## config.mk

```make
export PLATFORM = sky130hd
export DESIGN_NAME = pause_stall_unit
export DESIGN_NICKNAME = d
export VERILOG_FILES = /design/src/rtl/pause_stall_pkg.sv /design/src/rtl/pause_prescale.sv /design/src/rtl/pause_grain_count.sv /design/src/rtl/pause_stall_unit.sv
export SDC_FILE = /design/constraint.sdc
export NUM_CORES = 1
export LEC_CHECK = 0
export ABC_AREA = 1
export BUFFER_PORTS_ARGS = -buffer_cell sky130_fd_sc_hd__buf_2
export CAP_MARGIN = 40
export CORE_MARGIN = 5
export CORE_UTILIZATION = 38
export DETAILED_ROUTE_END_ITERATION = 12
export PLACE_DENSITY = 0.53
export SYNTH_ARGS = -nofsm -noshare
export SYNTH_HDL_FRONTEND = slang
export SYNTH_SLANG_ARGS = --single-unit
```

## constraint.sdc

```tcl
create_clock -name clk -period 3.5 [get_ports clk]
set_input_delay 0.525 -clock clk [delete_from_list [all_inputs] [get_ports clk]]
set_output_delay 0.525 -clock clk [all_outputs]
set_load 0.01 [all_outputs]
```

## src/rtl/pause_stall_pkg.sv

```systemverilog
package pause_stall_pkg;
  localparam int unsigned PS_DATA_W    = 64;
  localparam int unsigned PS_GRAIN_LOG = 3;
endpackage

```

## src/rtl/pause_prescale.sv

```systemverilog
module pause_prescale #(
  parameter int unsigned GRAIN_LOG = 3
) (
  input  logic                 clk,
  input  logic                 rst_n,
  input  logic                 restart_i,
  output logic [GRAIN_LOG-1:0] phase_o,
  output logic                 tick_o
);
  localparam logic [GRAIN_LOG-1:0] PHASE_LAST = '1;

  logic [GRAIN_LOG-1:0] phase_q;

  always_ff @(posedge clk) begin
    if (!rst_n)         phase_q <= '0;
    else if (restart_i) phase_q <= '0;
    else                phase_q <= phase_q + 1'b1;
  end

  assign phase_o = phase_q;
  assign tick_o  = (phase_q == PHASE_LAST);
endmodule

```

## src/rtl/pause_grain_count.sv

```systemverilog
module pause_grain_count #(
  parameter int unsigned CNT_W = 61
) (
  input  logic             clk,
  input  logic             rst_n,
  input  logic             clear_i,
  input  logic             load_i,
  input  logic [CNT_W-1:0] load_val_i,
  input  logic             tick_i,
  output logic [CNT_W-1:0] cnt_o,
  output logic             zero_o
);
  logic [CNT_W-1:0] cnt_q;

  always_ff @(posedge clk) begin
    if (!rst_n)                     cnt_q <= '0;
    else if (clear_i)               cnt_q <= '0;
    else if (load_i)                cnt_q <= load_val_i;
    else if (tick_i && cnt_q != '0) cnt_q <= cnt_q - 1'b1;
  end

  assign cnt_o  = cnt_q;
  assign zero_o = (cnt_q == '0);
endmodule

```

## src/rtl/pause_stall_unit.sv

```systemverilog
module pause_stall_unit
  import pause_stall_pkg::*;
#(
  parameter int unsigned DATA_W    = PS_DATA_W,
  parameter int unsigned GRAIN_LOG = PS_GRAIN_LOG
) (
  input  logic              clk,
  input  logic              rst_n,
  input  logic              pause_wr_i,
  input  logic [DATA_W-1:0] pause_data_i,
  input  logic              trap_i,
  output logic              stall_o
);
  localparam int unsigned CNT_W = DATA_W - GRAIN_LOG;

  // Number of whole grains in a requested cycle count.
  function automatic logic [CNT_W-1:0] grains_of(input logic [DATA_W-1:0] cycles);
    return cycles[DATA_W-1:GRAIN_LOG];
  endfunction

  // True when the request is shorter than one grain.
  function automatic logic below_grain(input logic [DATA_W-1:0] cycles);
    return cycles < DATA_W'(1 << GRAIN_LOG);
  endfunction

  // Named internal events, observed by the bound checker.
  logic                 accept_wr;
  logic                 tick;
  logic                 cnt_zero;
  logic [CNT_W-1:0]     cnt_q;
  logic [GRAIN_LOG-1:0] phase_q;
  logic                 short_q;

  assign accept_wr = pause_wr_i && !trap_i;

  pause_prescale #(.GRAIN_LOG(GRAIN_LOG)) prescale_i (
    .clk       (clk),
    .rst_n     (rst_n),
    .restart_i (pause_wr_i),
    .phase_o   (phase_q),
    .tick_o    (tick)
  );

  pause_grain_count #(.CNT_W(CNT_W)) count_i (
    .clk        (clk),
    .rst_n      (rst_n),
    .clear_i    (trap_i),
    .load_i     (pause_wr_i),
    .load_val_i (grains_of(pause_data_i)),
    .tick_i     (tick),
    .cnt_o      (cnt_q),
    .zero_o     (cnt_zero)
  );

  // One-cycle stall for sub-grain requests.
  always_ff @(posedge clk) begin
    if (!rst_n) short_q <= 1'b0;
    else        short_q <= accept_wr && below_grain(pause_data_i);
  end

  assign stall_o = !cnt_zero || short_q;
endmodule

```

==> flow_metrics.py, run 1 <==
metrics = {
    "outcome": {
        "outcome": "completed",
    },
    "synth": {
        "yosys.area_share.xor_xnor_pct": 3.410,
        "synth_area_mm2": 0.005137,
        "synth_compound_area_share_pct": 8.889,
        "ys_types": 37,
        "synth_adder_area_share_pct": 0.9742,
        "synth-seq-cells": 65,
        "yosysWarnings": 0,
        "mappedNetlistNets": 981,
        "synthSimpleGateAreaFrac_pct": 53.39,
        "synthTopCellsByArea": "dfxtp_1 (25%), nand2_1 (22%), nor2_1 (14%), nand3_1 (8.5%), a21oi_1 (4.4%)",
        "seq_area_frac_synth_pct": 25.33,
        "muxShareOfSynthArea_pct": 0,
        "syn_inst": 909,
        "syn_avg_cell_area_um2": 5.652,
        "synth_top_family_by_area": "simple AND/OR/NAND/NOR gates",
        "synth.top_cell.area_share_pct": 25.33,
        "synth_top_cell_by_area": "dfxtp_1",
    },
    "hold_path": {
        "min_from": "prescale_i.phase_o[0]",
        "hold_path.class": "flip-flop to flip-flop",
        "holdPathStages": 1,
    },
    "timing": {
        "hold_viol": 0,
        "period_needed_ns": 2.480,
        "final.setup.tns_ns": 0,
        "fmax_ghz": 0.4032,
        "setup_viol": 0,
        "finalClockSkew_ns": 0.006760,
        "fin_crit_sh_pct": 70.87,
        "drv_slew": 0,
        "grt_setup_unrepaired": "false",
        "max_slew_margin_pct": 54.64,
        "tightest_slew_ns": 0.6804,
    },
    "clock_tree": {
        "cts_buffer_depth": 2,
        "h-tree-depth": 3,
        "root_buffer": "clkbuf_16",
        "cts_hold_buf": 0,
        "insertion_delay_ns": 0.35,
        "cts-resized-gates": 0,
        "cts_sinks": 65,
        "clkTransAtPathRegs_ns": 0.05,
        "tritoncts": "yes",
        "cts_buffers": 9,
        "post_cts_buffers": 0,
    },
    "placement": {
        "dp_hpwl_mm": 13.30,
        "gp_congestion": 0.9668,
        "place_area_mm2": 0.005549,
        "placedCellCount": 1124,
        "portBuffers": 65,
    },
    "pwr": {
        "ir_drop_mv": 0.2665,
        "leakagePower_nw": 2.819,
        "p_comb_share_pct": 28.5,
        "clkPwrFrac_pct": 38.5,
        "internal_power_mw": 1.568,
        "p_sw_mw": 0.8499,
        "power_density_mw_per_mm2": 413.6,
        "seq_power_share_pct": 33.0,
        "sw_frac_of_total_pct": 35.15,
    },
    "routing": {
        "drt_iter0_drc": 396,
        "ant_nets": 0,
        "viasPerCell": 5.013,
        "drc": 0,
        "wl_per_cell_um": 15.38,
        "drt-pass1-iter-count": 5,
        "wl_mm": 17.52,
        "num_vias": 5710,
    },
    "layout": {
        "nFillCells": 1569,
        "mostFrequentLayoutCell": "nand2_1",
        "area_growth_pct": 13.78,
        "layout_common_cells": "nand2_1 (303), nor2_1 (188), nand3_1 (87)",
        "finalNonFillerCells": 1139,
        "design_area_mm2": 0.005846,
        "final_util_pct": 44.14,
        "diodes": 0,
        "drive_gt1_share_pct": 11.53,
        "nets": 1031,
    },
    "die": {
        "fp.dieW_um": 126.3,
        "initial_core_util_pct": 38.79,
        "die_area_mm2": 0.01595,
        "rows": 42,
        "ios": 69,
        "core_mm2": 0.01324,
        "die_y_um": 126.3,
    },
    "global_routing": {
        "grtUsageTotal_pct": 22.12,
        "gr-total-overflow": 0,
        "grt_pass1_wl_mm": 28.17,
        "grt_pass1_vias": 5355,
        "grt_max_degree": 66,
        "antenna_found_initial": 0,
    },
    "critical_path": {
        "r2r_start": "count_i.cnt_o[28]",
        "reg2regPathDepth": 12,
        "worstSetupStartpointType": "flip-flop",
        "cp_data_arrival_time_ns": 1.96,
        "worst-path-max-fanout": 5,
        "crit_start": "count_i.cnt_o[28]",
        "crit_type": "flip-flop to output port",
        "critPathRequiredTime_ns": 2.97,
        "cp-end-kind": "output port",
    },
    "job": {
        "maxCapViolations": 0,
    },
}
## sequential cells by signal (all words and copies together), names as in the netlist
register,cells
count_i.cnt_o,61
prescale_i.phase_o,3
short_q,1
## final timing paths
kind | end | slack, ns
max | stall_o | 1.02
min | prescale_i.phase_o[0] | 0.42
max reg2reg | count_i.cnt_o[33] | 1.08
min reg2reg | prescale_i.phase_o[0] | 0.42
## through the flow
step | total power [mW] | hold WS [ns] | worst slack [ns]
6_report | 2.418 | 0.4218 | 1.020
5_1_grt | 2.562 | 0.4713 | 0.8767
2_1_floorplan | 1.282 | 0.3992 | 1.878
4_1_cts | 2.438 | 0.4295 | 1.008
3_3_place_gp | 1.499 | 0.4155 | 1.009
3_5_place_dp | 1.497 | 0.4217 | 1.021
## logic make-up (layout without fill, tap and decap cells)
kind of cell,Yosys count,in the layout
AO/OA/AOI/OAI,82,82
XOR/XNOR,20,20
adder cells (fa/ha/maj),4,4
buffers and inverters,94,148
flip-flops,65,65
AND/OR/NAND/NOR,644,644
## Yosys cell counts
library cell	number
or2_2	1
nand2_2	5
a21o_1	1
clkinv_1	2
ha_1	4
and2_0	1
a31oi_1	1
buf_4	1
buf_1	1
nand4_1	5
nor2_1	188
nand2_8	1
nand3_2	1
dfxtp_1	65
buf_2	5
nand3_1	87
nor2_4	4
buf_8	1
xor2_1	13
buf_6	5
a21oi_1	45
a21oi_2	4
o21ai_1	3
nor3_1	7
o21a_1	1
nand3b_1	14
nand2_4	1
o21bai_1	10
nand2_1	303
xnor2_1	7
clkbuf_1	19
o21ai_0	17
and2_1	4
inv_1	59
nor2_2	7
inv_2	1
nor4_1	15
## power groups by stage
stage	clock [mW]	sequential, mW	combinational, mW
finish	0.930	0.798	0.690
detailed placement	0	0.814	0.684
global route	0.977	0.803	0.782
floorplan	0	0.804	0.478
CTS	0.953	0.798	0.687
global placement	0	0.814	0.685
## routing by layer
layer  track usage (%)  wire, µm  vias to the layer above
met4             6.183       356                        0
met5                 0         0                        -
met2             33.74      7484                      137
met3             4.318       895                       26
li1                  -         -                     2998
met1             31.75      8784                     2549
## layout make-up
type / instances / area (µm²) / share of cell area, %
Inverter: 62 / 232.7 / 3.981
Multi-Input combinational cell: 750 / 3425 / 58.58
Clock buffer: 12 / 256.5 / 4.388
Timing Repair Buffer: 71 / 370.4 / 6.336
Tap cell: 176 / 220.2 / 3.767
Clock inverter: 3 / 40.04 / 0.6849
Sequential cell: 65 / 1301 / 22.26
## critical path: stages (launching register included)
cell and delay (ns):
dfxtp_1 0.37, nor2_1 0.15, nand2_1 0.11, nor2_1 0.26, nand2_1 0.17, nor2_1 0.22, nand4_1 0.16, buf_2 0.17
Note: power is estimated with default switching activity, not from simulation.
==> inputs of run 2 (changes only) <==
- clock period: 3.5 -> 2.5 ns (I/O delays scaled with it)
==> flow_metrics.py, run 2 (synthesis gave the netlist of run 1 again) <==
metrics = {
    "outcome": {
        "outcome": "completed",
    },
    "timing": {
        "max_slew_margin_pct": 58.98,
        "tightest_slew_ns": 0.6153,
        "period_needed_ns": 2.228,
        "fmax_ghz": 0.4489,
        "setup_viol": 0,
        "hold_viol": 0,
        "fin_crit_sh_pct": 89.11,
        "final.setup.tns_ns": 0,
        "finalClockSkew_ns": 0.005397,
        "drv_slew": 0,
        "grt_setup_unrepaired": "false",
    },
    "clock_tree": {
        "cts-resized-gates": 0,
        "tritoncts": "yes",
        "post_cts_buffers": 0,
        "cts_sinks": 65,
        "cts_buffers": 9,
        "root_buffer": "clkbuf_16",
        "insertion_delay_ns": 0.35,
        "h-tree-depth": 3,
        "cts_buffer_depth": 2,
        "cts_hold_buf": 0,
        "clkTransAtPathRegs_ns": 0.06,
    },
    "hold_path": {
        "hold_path.class": "primary input to flip-flop",
    },
    "pwr": {
        "clkPwrFrac_pct": 37.6,
        "seq_power_share_pct": 33.2,
        "sw_frac_of_total_pct": 35.53,
        "power_density_mw_per_mm2": 568.0,
        "p_comb_share_pct": 29.2,
        "internal_power_mw": 2.169,
        "p_sw_mw": 1.195,
        "leakagePower_nw": 2.868,
        "ir_drop_mv": 0.4000,
    },
    "critical_path": {
        "cp_data_arrival_time_ns": 1.85,
        "worstSetupStartpointType": "flip-flop",
        "critPathRequiredTime_ns": 2.12,
        "cp-end-kind": "output port",
        "worst-path-max-fanout": 5,
        "crit_type": "flip-flop to output port",
    },
    "placement": {
        "place_area_mm2": 0.005629,
        "portBuffers": 65,
        "dp_hpwl_mm": 13.66,
        "gp_congestion": 0.9932,
    },
    "global_routing": {
        "grt_pass1_vias": 5226,
        "globalRouteMet3Util_pct": 3.599,
        "grt_pass1_wl_mm": 27.55,
        "antenna_found_initial": 0,
        "grtUsageTotal_pct": 21.79,
        "grt_util_met2_pct": 34.43,
        "use_met1_pct": 30.87,
        "grt.busiest_layer": "met2",
        "grt_max_degree": 51,
        "gr-total-overflow": 0,
    },
    "job": {
        "maxCapViolations": 0,
    },
    "layout": {
        "largest_reg_flops": 61,
        "drive_gt1_share_pct": 12.44,
        "nFillCells": 1522,
        "diodes": 0,
        "layout_common_cells": "nand2_1 (303), nor2_1 (188), nand3_1 (87)",
        "mostFrequentLayoutCell": "nand2_1",
        "design_area_mm2": 0.005923,
        "area_growth_pct": 15.29,
        "nets": 1040,
    },
    "routing": {
        "wl_mm": 17.38,
        "wl_per_cell_um": 15.12,
        "ant_nets": 0,
        "drc": 0,
        "drt_iter0_drc": 383,
        "drt-pass1-iter-count": 5,
        "num_vias": 5732,
        "viasPerCell": 4.989,
    },
    "die": {
        "initial_core_util_pct": 38.79,
        "die_y_um": 126.3,
        "core_mm2": 0.01324,
        "fp.dieW_um": 126.3,
        "rows": 42,
        "ios": 69,
        "die_area_mm2": 0.01595,
    },
}
==> run 2: changes by cell type in the layout (fill, tap and decap cells not counted) <==
cell / before / now
clkbuf_8: 2 / 4
buf_12: 0 / 1
bufinv_16: 1 / 0
buf_4: 6 / 14
==> run 2: layout make-up <==
type | instances | area (µm²) | share of cell area [%]
multi-input cells | 750 | 3425 | 57.82
flip-flops and latches | 65 | 1301 | 21.97
repair buffers | 80 | 450.4 | 7.605
clock buffers | 14 | 284.0 | 4.795
inverters | 62 | 232.7 | 3.929
well taps | 176 | 220.2 | 3.718
clock inverters | 2 | 10.01 | 0.1690
==> run 2: path summary, 6_finish.rpt <==
kind                                             from                     to  slack (ns)  cells after the start
worst min-delay path                            rst_n  prescale_i.phase_o[1]        0.31                      3
worst min register to register  prescale_i.phase_o[0]  prescale_i.phase_o[0]        0.42                      1
worst max-delay path                count_i.cnt_o[34]                stall_o        0.27                      7
worst max register to register      count_i.cnt_o[34]      count_i.cnt_o[52]        0.38                     12
==> run 2: power groups by stage <==
| stage | clock (mW) | sequential [mW] | combinational, mW |
|---|---|---|---|
| 2_1_floorplan | 0 | 1.13 | 0.669 |
| 3_3_place_gp | 0 | 1.14 | 0.972 |
| 3_5_place_dp | 0 | 1.14 | 0.970 |
| 4_1_cts | 1.29 | 1.12 | 0.976 |
| 5_1_grt | 1.34 | 1.12 | 1.10 |
| 6_report | 1.27 | 1.12 | 0.981 |
==> run 2: metrics by stage <==
stage | util, % | std cells | power [mW] | setup slack (ns) | hold slack, ns
4_1_cts | 44.73 | 1149 | 3.379 | 0.2656 | 0.3050
3_3_place_gp | 42.51 | 1133 | 2.112 | 0.3745 | 0.4172
5_1_grt | 44.73 | 1149 | 3.567 | 0.1314 | 0.3362
2_1_floorplan | - | 909 | 1.794 | 0.8783 | 0.3992
6_report | 44.73 | 1149 | 3.364 | 0.2722 | 0.3085
3_5_place_dp | 42.51 | 1133 | 2.110 | 0.3902 | 0.4157
==> run 2: routing by layer <==
metal | wire length (µm) | share of wire [%]
met5 | 0 | 0
met1 | 8692 | 50
met2 | 7729 | 44
met4 | 226 | 1.3
met3 | 727 | 4.2
==> run 2: critical path, cell delays in order, from the launching register on <==
cell	delay, ns
dfxtp_1	0.36
nor2_1	0.16
nand2_1	0.10
nor2_1	0.20
nand2_1	0.10
nor2_1	0.22
nand4_1	0.18
buf_2	0.19
